`src/rtl/scl_div_pkg.sv`:
```
package scl_div_pkg;
  // Per-phase extra ticks selected by the prescaler value
  localparam int OFF_W      = 3;
  localparam int OFF_PSC0   = 7;
  localparam int OFF_PSC1   = 6;
  localparam int OFF_PSCN   = 5;

  typedef enum logic [1:0] {
    PH_IDLE = 2'd0,
    PH_LOW  = 2'd1,
    PH_HIGH = 2'd2
  } phase_e;
endpackage

```
`src/rtl/scl_prescaler.sv`:
```
module scl_prescaler #(
  parameter int CNT_W = 16
) (
  input  logic             clk,
  input  logic             rst_n,
  input  logic             active,
  input  logic [CNT_W-1:0] psc,
  output logic             tick
);
  logic [CNT_W-1:0] div_q;

  // One tick every psc+1 cycles while a period is running
  assign tick = active && (div_q == psc);

  always_ff @(posedge clk or negedge rst_n) begin
    if (!rst_n) begin
      div_q <= '0;
    end else if (!active || tick) begin
      div_q <= '0;
    end else begin
      div_q <= div_q + 1'b1;
    end
  end
endmodule

```
`src/rtl/scl_cfg_latch.sv`:
```
module scl_cfg_latch
  import scl_div_pkg::*;
#(
  parameter int CNT_W = 16,
  parameter int LEN_W = CNT_W + 1
) (
  input  logic             clk,
  input  logic             rst_n,
  input  logic             load,
  input  logic [CNT_W-1:0] psc_in,
  input  logic [CNT_W-1:0] low_in,
  input  logic [CNT_W-1:0] high_in,
  output logic [CNT_W-1:0] psc_q,
  output logic [LEN_W-1:0] low_len_q,
  output logic [LEN_W-1:0] high_len_q
);
  logic [OFF_W-1:0] extra;
  logic [LEN_W-1:0] low_len_d;
  logic [LEN_W-1:0] high_len_d;

  always_comb begin
    if (psc_in == '0) begin
      extra = OFF_W'(OFF_PSC0);
    end else if (psc_in == CNT_W'(1)) begin
      extra = OFF_W'(OFF_PSC1);
    end else begin
      extra = OFF_W'(OFF_PSCN);
    end
  end

  assign low_len_d  = LEN_W'(low_in)  + LEN_W'(extra);
  assign high_len_d = LEN_W'(high_in) + LEN_W'(extra);

  always_ff @(posedge clk or negedge rst_n) begin
    if (!rst_n) begin
      psc_q      <= '0;
      low_len_q  <= LEN_W'(OFF_PSC0);
      high_len_q <= LEN_W'(OFF_PSC0);
    end else if (load) begin
      psc_q      <= psc_in;
      low_len_q  <= low_len_d;
      high_len_q <= high_len_d;
    end
  end
endmodule

```
`src/rtl/scl_phase_fsm.sv`:
```
module scl_phase_fsm
  import scl_div_pkg::*;
#(
  parameter int LEN_W = 17
) (
  input  logic             clk,
  input  logic             rst_n,
  input  logic             en,
  input  logic             run,
  input  logic             tick,
  input  logic [LEN_W-1:0] low_len,
  input  logic [LEN_W-1:0] high_len,
  output logic             start_period,
  output logic             active,
  output logic             scl,
  output logic             low_start,
  output logic             high_start
);
  phase_e           ph_q;
  logic [LEN_W-1:0] tick_cnt_q;
  logic [LEN_W-1:0] cur_len;
  logic             phase_last;

  assign cur_len      = (ph_q == PH_LOW) ? low_len : high_len;
  assign phase_last   = tick && (tick_cnt_q == cur_len - 1'b1);
  assign active       = (ph_q != PH_IDLE);
  assign start_period = en && run &&
                        ((ph_q == PH_IDLE) || ((ph_q == PH_HIGH) && phase_last));

  always_ff @(posedge clk or negedge rst_n) begin
    if (!rst_n) begin
      ph_q       <= PH_IDLE;
      tick_cnt_q <= '0;
      scl        <= 1'b1;
      low_start  <= 1'b0;
      high_start <= 1'b0;
    end else if (!en) begin
      ph_q       <= PH_IDLE;
      tick_cnt_q <= '0;
      scl        <= 1'b1;
      low_start  <= 1'b0;
      high_start <= 1'b0;
    end else begin
      low_start  <= 1'b0;
      high_start <= 1'b0;
      case (ph_q)
        PH_IDLE: begin
          if (run) begin
            ph_q       <= PH_LOW;
            scl        <= 1'b0;
            low_start  <= 1'b1;
            tick_cnt_q <= '0;
          end
        end
        PH_LOW: begin
          if (phase_last) begin
            ph_q       <= PH_HIGH;
            scl        <= 1'b1;
            high_start <= 1'b1;
            tick_cnt_q <= '0;
          end else if (tick) begin
            tick_cnt_q <= tick_cnt_q + 1'b1;
          end
        end
        PH_HIGH: begin
          if (phase_last) begin
            tick_cnt_q <= '0;
            if (run) begin
              ph_q      <= PH_LOW;
              scl       <= 1'b0;
              low_start <= 1'b1;
            end else begin
              ph_q <= PH_IDLE;
            end
          end else if (tick) begin
            tick_cnt_q <= tick_cnt_q + 1'b1;
          end
        end
        default: begin
          ph_q <= PH_IDLE;
          scl  <= 1'b1;
        end
      endcase
    end
  end
endmodule

```
`src/rtl/scl_timing_gen.sv`:
```
module scl_timing_gen #(
  parameter int CNT_W = 16
) (
  input  logic             clk,
  input  logic             rst_n,
  input  logic             mod_en,
  input  logic [CNT_W-1:0] prescale,
  input  logic [CNT_W-1:0] low_cnt,
  input  logic [CNT_W-1:0] high_cnt,
  input  logic             run,
  output logic             scl,
  output logic             low_start,
  output logic             high_start
);
  localparam int LEN_W = CNT_W + 1;

  logic             tick;
  logic             active;
  logic             start_period;
  logic [CNT_W-1:0] psc_q;
  logic [LEN_W-1:0] low_len_q;
  logic [LEN_W-1:0] high_len_q;

  scl_cfg_latch #(.CNT_W(CNT_W), .LEN_W(LEN_W)) u_cfg (
    .clk        (clk),
    .rst_n      (rst_n),
    .load       (start_period),
    .psc_in     (prescale),
    .low_in     (low_cnt),
    .high_in    (high_cnt),
    .psc_q      (psc_q),
    .low_len_q  (low_len_q),
    .high_len_q (high_len_q)
  );

  scl_prescaler #(.CNT_W(CNT_W)) u_psc (
    .clk    (clk),
    .rst_n  (rst_n),
    .active (active),
    .psc    (psc_q),
    .tick   (tick)
  );

  scl_phase_fsm #(.LEN_W(LEN_W)) u_fsm (
    .clk          (clk),
    .rst_n        (rst_n),
    .en           (mod_en),
    .run          (run),
    .tick         (tick),
    .low_len      (low_len_q),
    .high_len     (high_len_q),
    .start_period (start_period),
    .active       (active),
    .scl          (scl),
    .low_start    (low_start),
    .high_start   (high_start)
  );
endmodule

```
`config.mk`:
```
export PLATFORM = sky130hd
export DESIGN_NAME = scl_timing_gen
export DESIGN_NICKNAME = d
export VERILOG_FILES = /design/src/rtl/scl_div_pkg.sv /design/src/rtl/scl_prescaler.sv /design/src/rtl/scl_cfg_latch.sv /design/src/rtl/scl_phase_fsm.sv /design/src/rtl/scl_timing_gen.sv
export SDC_FILE = /design/constraint.sdc
export NUM_CORES = 1
export LEC_CHECK = 0
export BUFFER_PORTS_ARGS = -buffer_cell sky130_fd_sc_hd__buf_2
export CORE_UTILIZATION = 45
export DETAILED_ROUTE_END_ITERATION = 16
export GPL_TIMING_DRIVEN = 0
export PLACE_DENSITY_LB_ADDON = 0.15
export SLEW_MARGIN = 10
export SYNTH_ARGS = -nofsm -noshare
export SYNTH_HDL_FRONTEND = slang
export SYNTH_HIERARCHICAL = 1
export SYNTH_SLANG_ARGS = --single-unit
```
`constraint.sdc`:
```
create_clock -name clk -period 6.1 [get_ports clk]
set_input_delay 0.915 -clock clk [delete_from_list [all_inputs] [get_ports clk]]
set_output_delay 0.915 -clock clk [all_outputs]
set_load 0.1 [all_outputs]
```
==> results of run 1 <==
-- sequential cells by signal, summed over array words and instances, names as in the netlist --
| name | flops |
|---|---|
| u_cfg/high_len_q | 17 |
| u_cfg/low_len_q | 17 |
| u_cfg/psc_q | 16 |
| u_fsm/high_start | 1 |
| u_fsm/low_start | 1 |
| u_fsm/ph_q | 2 |
| u_fsm/scl | 1 |
| u_fsm/tick_cnt_q | 17 |
| u_psc/div_q | 16 |
-- through the flow --
step	instances	total power [uW]	utilization (%)
finish	779	2496	52.89
global route	779	2691	52.89
detailed placement	764	1955	50.25
CTS	780	2521	52.80
floorplan	563	1687	-
global placement	763	1919	50.00
-- synthesized netlist by cell type, types with 10 or more instances --
cell type  number
dfrtp_1        81
nor2_1         70
xnor2_1        60
nand2_1        33
a21oi_1        32
xor2_1         27
mux2_2         26
mux2i_1        19
nand3_1        19
nor3_1         15
inv_1          13
o21ai_0        13
ha_1           12
nand4_1        11
nor4_1         10
-- worst max-delay path: stages, from the launching register on --
cell and delay (ns):
dfrtp_1 0.41, inv_1 0.11, ha_1 0.24, buf_6 0.16, buf_2 0.25, clkbuf_4 0.35, mux2i_1 0.32, ha_1 0.25
or4b_2 0.65, a22o_1 0.29, nor4b_2 0.30, xor2_1 0.14, or3b_2 0.47, and4bb_2 0.35, nand2_1 0.08, a21oi_1 0.17
clkbuf_2 0.25, clkbuf_4 0.27, clkbuf_2 0.26, o21ai_0 0.14, o21ai_0 0.10
-- power by group through the flow --
| stage | combinational [uW] | clock [uW] | sequential (uW) |
|---|---|---|---|
| 2_1_floorplan | 759 | 0 | 928 |
| 3_3_place_gp | 961 | 0 | 959 |
| 3_5_place_dp | 986 | 0 | 968 |
| 4_1_cts | 994 | 570 | 958 |
| 5_1_grt | 1110 | 597 | 988 |
| 6_report | 985 | 553 | 958 |
-- cells by family (layout without fill, tap and decap cells) --
| kind of cell | count (synthesis) | after routing | share of synthesized area [%] |
|---|---|---|---|
| buf+inv | 32 | 101 | 2.725 |
| compound gates | 79 | 79 | 9.660 |
| xor+xnor | 88 | 88 | 14.12 |
| simple gates | 217 | 217 | 21.59 |
| fa+ha+maj | 14 | 14 | 3.423 |
| mux | 45 | 45 | 8.692 |
| flops | 88 | 88 | 39.79 |
-- worst max-delay path by stage --
stage                                   start                         endpoint  cells after the start  slack [ns]
floorplan           u_fsm/ph_q[1]$_DFFE_PN0P_   u_cfg/low_len_q[2]$_DFFE_PN1P_                     21        0.88
global placement    u_fsm/ph_q[1]$_DFFE_PN0P_   u_cfg/low_len_q[2]$_DFFE_PN1P_                     21       -0.40
detailed placement  u_fsm/ph_q[1]$_DFFE_PN0P_   u_cfg/low_len_q[2]$_DFFE_PN1P_                     21       -0.41
CTS                 u_fsm/ph_q[1]$_DFFE_PN0P_       u_cfg/psc_q[5]$_DFFE_PN0P_                     19        0.05
global route        u_fsm/ph_q[1]$_DFFE_PN0P_  u_cfg/low_len_q[11]$_DFFE_PN0P_                     20        0.03
finish              u_fsm/ph_q[1]$_DFFE_PN0P_   u_cfg/low_len_q[2]$_DFFE_PN1P_                     20        0.45
-- metal layers --
metal  vias up  track usage [%]  routed length, um
li1       2144                -                  -
met1      2030            31.26               6378
met2        83            32.56               5597
met3        14            3.374                456
met4         0            8.947                185
met5         -                0                  0
-- timing repair --
item | CTS | global route
buffers inserted | 0 | 0
gates resized for setup | 6 | 8
endpoints found under the setup margin | 50 | 50
-- area by class of cell --
cell class	count	area, sq um	area share, %
plain buffers	18	113.9	1.792
clock buffers	11	242.7	3.821
clock inverters	5	56.30	0.8864
inverters	13	48.80	0.7682
multi-input cells	443	3201	50.38
flip-flops and latches	88	2211	34.80
well taps	147	183.9	2.895
repair buffers	54	295.3	4.648
==> run metrics, run 1 <==
status finished, final reports clean; Tot GR Track Use 21.70%; worst r2r path cells 20; Crit Path Max Fanout 19; count of pins over their slew limit 0; Final Setup Violations 0; Residual DRC 0; row count 40; unrepaired setup endpoints after global routing no; layout cells sized above 1 22.63%; CP Capture Type flip-flop; diodes inserted 0; filler instances 1,147; mean post-synth cell area 9.870 sq um; most area-consuming cells after synthesis dfrtp_1 36%, xnor2_1 9.5%, mux2_2 5.3%, nor2_1 4.7%, xor2_1 4.3%; drt pass-1 iters 4; latest clock arrival within the worst-skew pair 0.34 ns; WHS Endpoint u_cfg/low_len_q[2]$_DFFE_PN1P_; Die H 113.1 um; clock sinks 88; EDFF count, synth 0; post-DR wirelength/cell 16.20 um; DP Wirelength 10.05 mm; Final min period 5.650 ns; critical path arrival 5.92 ns; Seq cells post-synth 88; clock network fraction of total power 22.1%; Placed Area 0.006036 sq mm; CTS Buffer Depth 2; R2R Path End u_cfg/low_len_q[2]$_DFFE_PN1P_; ys async rst share 100.0%; Layout Area Growth over Synthesis 14.32%; Worst R2R Start u_fsm/ph_q[1]$_DFFE_PN0P_; worst hold slack 0.4941 ns; Worst Skew 0.005749 ns; Hold Crit Depth 2; post-synth top area cell dfrtp_1; Top FF cell, synth dfrtp_1; Top Ports 55; Pwr Density 393.0 mW/mm^2; DRT iter0 DRCs 196; vias in the first global route 4,167; Static Leak 0.002547 uW; final hold vios 0; clk slew on worst S/H paths 0.06 ns; largest net degree at the start of global routing 54; CP Launch Type flip-flop; post-DR vias/cell 5.483; htree depth 3; antenna viol nets, final 0; dpl ws -0.4087 ns; f_max 177.0 MHz; switching share of power 37.43%; sequential share of the synthesized area 39.79%; Max-slew headroom 54.20%; Syn Inst Count 563; clock root cell clkbuf_16; first-pass GRT wire length 21.43 mm; core outline area 0.01201 sq mm; GP Congestion 0.8369; DIE AREA 0.01280 sq mm; CTS Buf Count 9; Syn Nets 629; share of the synthesized area in the top cell type 36.48%; Die Wd 113.1 um; vias 4,271; r2r setup slk 0.45 ns; CTS tree built; period utilization 92.63%; Worst Tran Pin Value 0.6857 ns; peak supply drop 0.0002074 V; worst setup margin 0.4499 ns; port buffer count 53; GRT Residual Overflow 0; initial antenna violation count 0; Initial Util 46.26%; Post-Route WL 12.62 mm; hold_buf cts 0; Post-Syn Area 0.005557 sq mm; critical path class flip-flop to flip-flop; Synth warnings 6; Setup TNS 0 ns; Critical Path RT 6.37 ns; worst hold-check path type flip-flop to flip-flop; fin nets 693; HP Start u_cfg/low_len_q[2]$_DFFE_PN1P_; Netlist cell types 68; maxcap violations 0; Comb power frac 39.5%; P_sw 934.2 uW; design area 0.006352 sq mm; most frequent cells in the layout 81 x dfrtp_1, 70 x nor2_1, 60 x xnor2_1; commonest non-fill, non-tap cell in the layout dfrtp_1; internal power 1562 uW; Reg power frac 38.4%
Note: power is estimated with default switching activity, not from simulation.
==> inputs of run 2 (changes only) <==
--- a/config.mk
+++ b/config.mk
@@ -6,6 +6,7 @@
 export NUM_CORES = 1
 export LEC_CHECK = 0
 export BUFFER_PORTS_ARGS = -buffer_cell sky130_fd_sc_hd__buf_2
+export CORE_ASPECT_RATIO = 0.5
 export CORE_UTILIZATION = 45
 export DETAILED_ROUTE_END_ITERATION = 16
 export GPL_TIMING_DRIVEN = 0
==> run 2 against run 1 <==
  * Clock skew increased by 0.0055 ns
  * Setup slack got worse by 0.033 ns
  * Global-route usage decreased by 0.81 points
  * Critical endpoint unchanged
==> run metrics, run 2 (synthesized netlist as in run 1, its figures left out) <==
multi-input logic area 0.003201 sq mm (unchanged); Layout Area Growth over Synthesis 14.88% (was 14.32%); dpl ws -0.4611 ns (was -0.4087 ns); first-pass GRT wire length 20.93 mm (was 21.43 mm); latest clock arrival within the worst-skew pair 0.34 ns (about the same); count of pins over their slew limit 0 (unchanged); worst hold-check path type flip-flop to flip-flop (unchanged); Residual DRC 0 (unchanged); Final min period 5.683 ns (was 5.650 ns); fin util 53.59% (was 52.89%); hold_buf cts 0 (unchanged); Static Leak 0.002549 uW (was 0.002547 uW); Worst Skew 0.01121 ns (was 0.005749 ns); htree depth 3 (unchanged); critical path class flip-flop to flip-flop (unchanged); status finished, final reports clean (unchanged); biggest regs u_cfg/high_len_q: 17 flops, u_cfg/low_len_q: 17 flops, u_fsm/tick_cnt_q: 17 flops (unchanged); DP Wirelength 9.629 mm (was 10.05 mm); clock root cell clkbuf_16 (unchanged); f_max 176.0 MHz (was 177.0 MHz); fin nets 694 (was 693); vias in the first global route 4,177 (was 4,167); CTS Buffer Depth 2 (unchanged); DR WL met2 5.585 mm (was 5.597 mm); critical path arrival 5.94 ns (was 5.92 ns); diodes inserted 0 (unchanged); vias 4,248 (was 4,271); GRT Residual Overflow 0 (unchanged); Worst Tran Pin Value 0.8161 ns (was 0.6857 ns); initial antenna violation count 0 (unchanged); largest net degree at the start of global routing 51 (was 54); R2R Path End u_cfg/low_len_q[2]$_DFFE_PN1P_ (unchanged); r2r setup slk 0.42 ns (was 0.45 ns); Post-Route WL 12.50 mm (was 12.62 mm); CTS tree built (unchanged); Critical Path RT 6.36 ns (was 6.37 ns); clock sinks 88 (unchanged); most frequent cells in the layout 81 x dfrtp_1, 70 x nor2_1, 60 x xnor2_1 (unchanged); GP Congestion 0.8238 (was 0.8369); period utilization 93.16% (was 92.63%); WHS Endpoint u_cfg/low_len_q[2]$_DFFE_PN1P_ (unchanged); unrepaired setup endpoints after global routing no (unchanged); filler instances 1,131 (was 1,147); Die Wd 159.2 um (was 113.1 um); Top Ports 55 (unchanged); Initial Util 46.65% (was 46.26%); commonest non-fill, non-tap cell in the layout dfrtp_1 (unchanged); CP Capture Type flip-flop (unchanged); Hold Crit Depth 2 (unchanged); post-CTS setup buffer count 0 (unchanged); Max Used Layer met4 (unchanged); layout cells sized above 1 22.91% (was 22.63%); maxcap violations 0 (unchanged); Worst R2R Start u_fsm/ph_q[1]$_DFFE_PN0P_ (unchanged); worst hold slack 0.5147 ns (was 0.4941 ns); final hold vios 0 (unchanged); row count 28 (was 40); Pwr Density 390.0 mW/mm^2 (was 393.0 mW/mm^2); antenna viol nets, final 0 (unchanged); Seq. cell area 0.002211 sq mm (unchanged); peak supply drop 0.0001819 V (was 0.0002074 V); CTS Buf Count 9 (unchanged); worst setup margin 0.4171 ns (was 0.4499 ns); M1 WL 6.270 mm (was 6.378 mm); Final Setup Violations 0 (unchanged); HP Start u_cfg/low_len_q[2]$_DFFE_PN1P_ (unchanged); clk slew on worst S/H paths 0.07 ns (was 0.06 ns); routed wl met3 556 um (was 456 um); DIE AREA 0.01282 sq mm (was 0.01280 sq mm); post-CTS sizing 8 (was 6); worst r2r path cells 21 (was 20); core outline area 0.01191 sq mm (was 0.01201 sq mm); Die H 80.58 um (was 113.1 um); post-DR vias/cell 5.323 (was 5.483); drt pass-1 iters 4 (unchanged); DRT iter0 DRCs 207 (was 196); CP Launch Type flip-flop (unchanged); port buffer count 53 (unchanged); Tot GR Track Use 20.89% (was 21.70%); post-DR wirelength/cell 15.67 um (was 16.20 um); Max-slew headroom 45.49% (was 54.20%); Crit Path Max Fanout 10 (was 19)
run 2: cell count changes in the layout (fill, tap and decap cells not counted):
cell / change
clkbuf_2: -3
clkbuf_4: +3
inv_8: +3
clkinv_2: -2
buf_4: +1
bufinv_16: -1
clkbuf_1: -1
clkbuf_8: -1
clkinv_4: +1
inv_6: +1
run 2: per-stage QoR:
stage                     TNS, ns  total power [uW]  std cells  area (sq um)
after floorplan                 0              1687        563          5557
after global placement     -7.001              1922        781          6028
after detailed placement   -8.118              1941        782          6058
after CTS                       0              2502        798          6362
after global routing            0              2661        798          6384
final                           0              2490        798          6384
run 2: how the worst max path moves through the flow:
| stage | from | endpoint | slack (ns) | cells past startpoint |
|---|---|---|---|---|
| after global placement | u_fsm/ph_q[1]$_DFFE_PN0P_ | u_cfg/low_len_q[2]$_DFFE_PN1P_ | -0.41 | 21 |
| after CTS | u_fsm/ph_q[1]$_DFFE_PN0P_ | u_cfg/low_len_q[2]$_DFFE_PN1P_ | 0.03 | 21 |
| after global routing | u_fsm/ph_q[1]$_DFFE_PN0P_ | u_cfg/low_len_q[2]$_DFFE_PN1P_ | 0.09 | 21 |
| after floorplan | u_fsm/ph_q[1]$_DFFE_PN0P_ | u_cfg/low_len_q[2]$_DFFE_PN1P_ | 0.88 | 21 |
| final | u_fsm/ph_q[1]$_DFFE_PN0P_ | u_cfg/low_len_q[2]$_DFFE_PN1P_ | 0.42 | 21 |
| after detailed placement | u_fsm/ph_q[1]$_DFFE_PN0P_ | u_cfg/low_len_q[2]$_DFFE_PN1P_ | -0.46 | 21 |
run 2: report_power, final:
group,switching (uW),internal [uW],leakage [uW]
clock network,254,288,0.000142
registers,164,778,0.00109
logic,544,461,0.00132
total,962,1530,0.00255
run 2: layout make-up:
class / instances / area share, %
sequential: 88 / 34.63
multi-input combinational: 443 / 50.14
clock buffer: 9 / 3.528
clock inverter: 7 / 1.058
tap: 165 / 3.234
inverter: 13 / 0.7644
buffer: 19 / 2.019
timing repair buffer: 54 / 4.626
run 2: critical path: stages (launching register included):
cell      delay (ns)
dfrtp_1         0.41
inv_1           0.12
ha_1            0.23
buf_6           0.16
clkbuf_4        0.23
clkbuf_4        0.27
clkbuf_4        0.26
mux2i_1         0.21
ha_1            0.22
or4b_2          0.67
a22o_1          0.29
nor3_1          0.27
o211ai_1        0.20
or3b_2          0.46
and4bb_2        0.35
nand2_1         0.08
a21oi_1         0.18
clkbuf_2        0.22
buf_4           0.23
clkbuf_4        0.25
o21ai_0         0.14
o21ai_0         0.13
run 2: per-layer routing:
metal | vias to the layer above | track usage [%]
li1 | 2140 | -
met1 | 2031 | 28.90
met2 | 69 | 34.08
met3 | 8 | 3.616
met4 | 0 | 5.192
met5 | - | 0
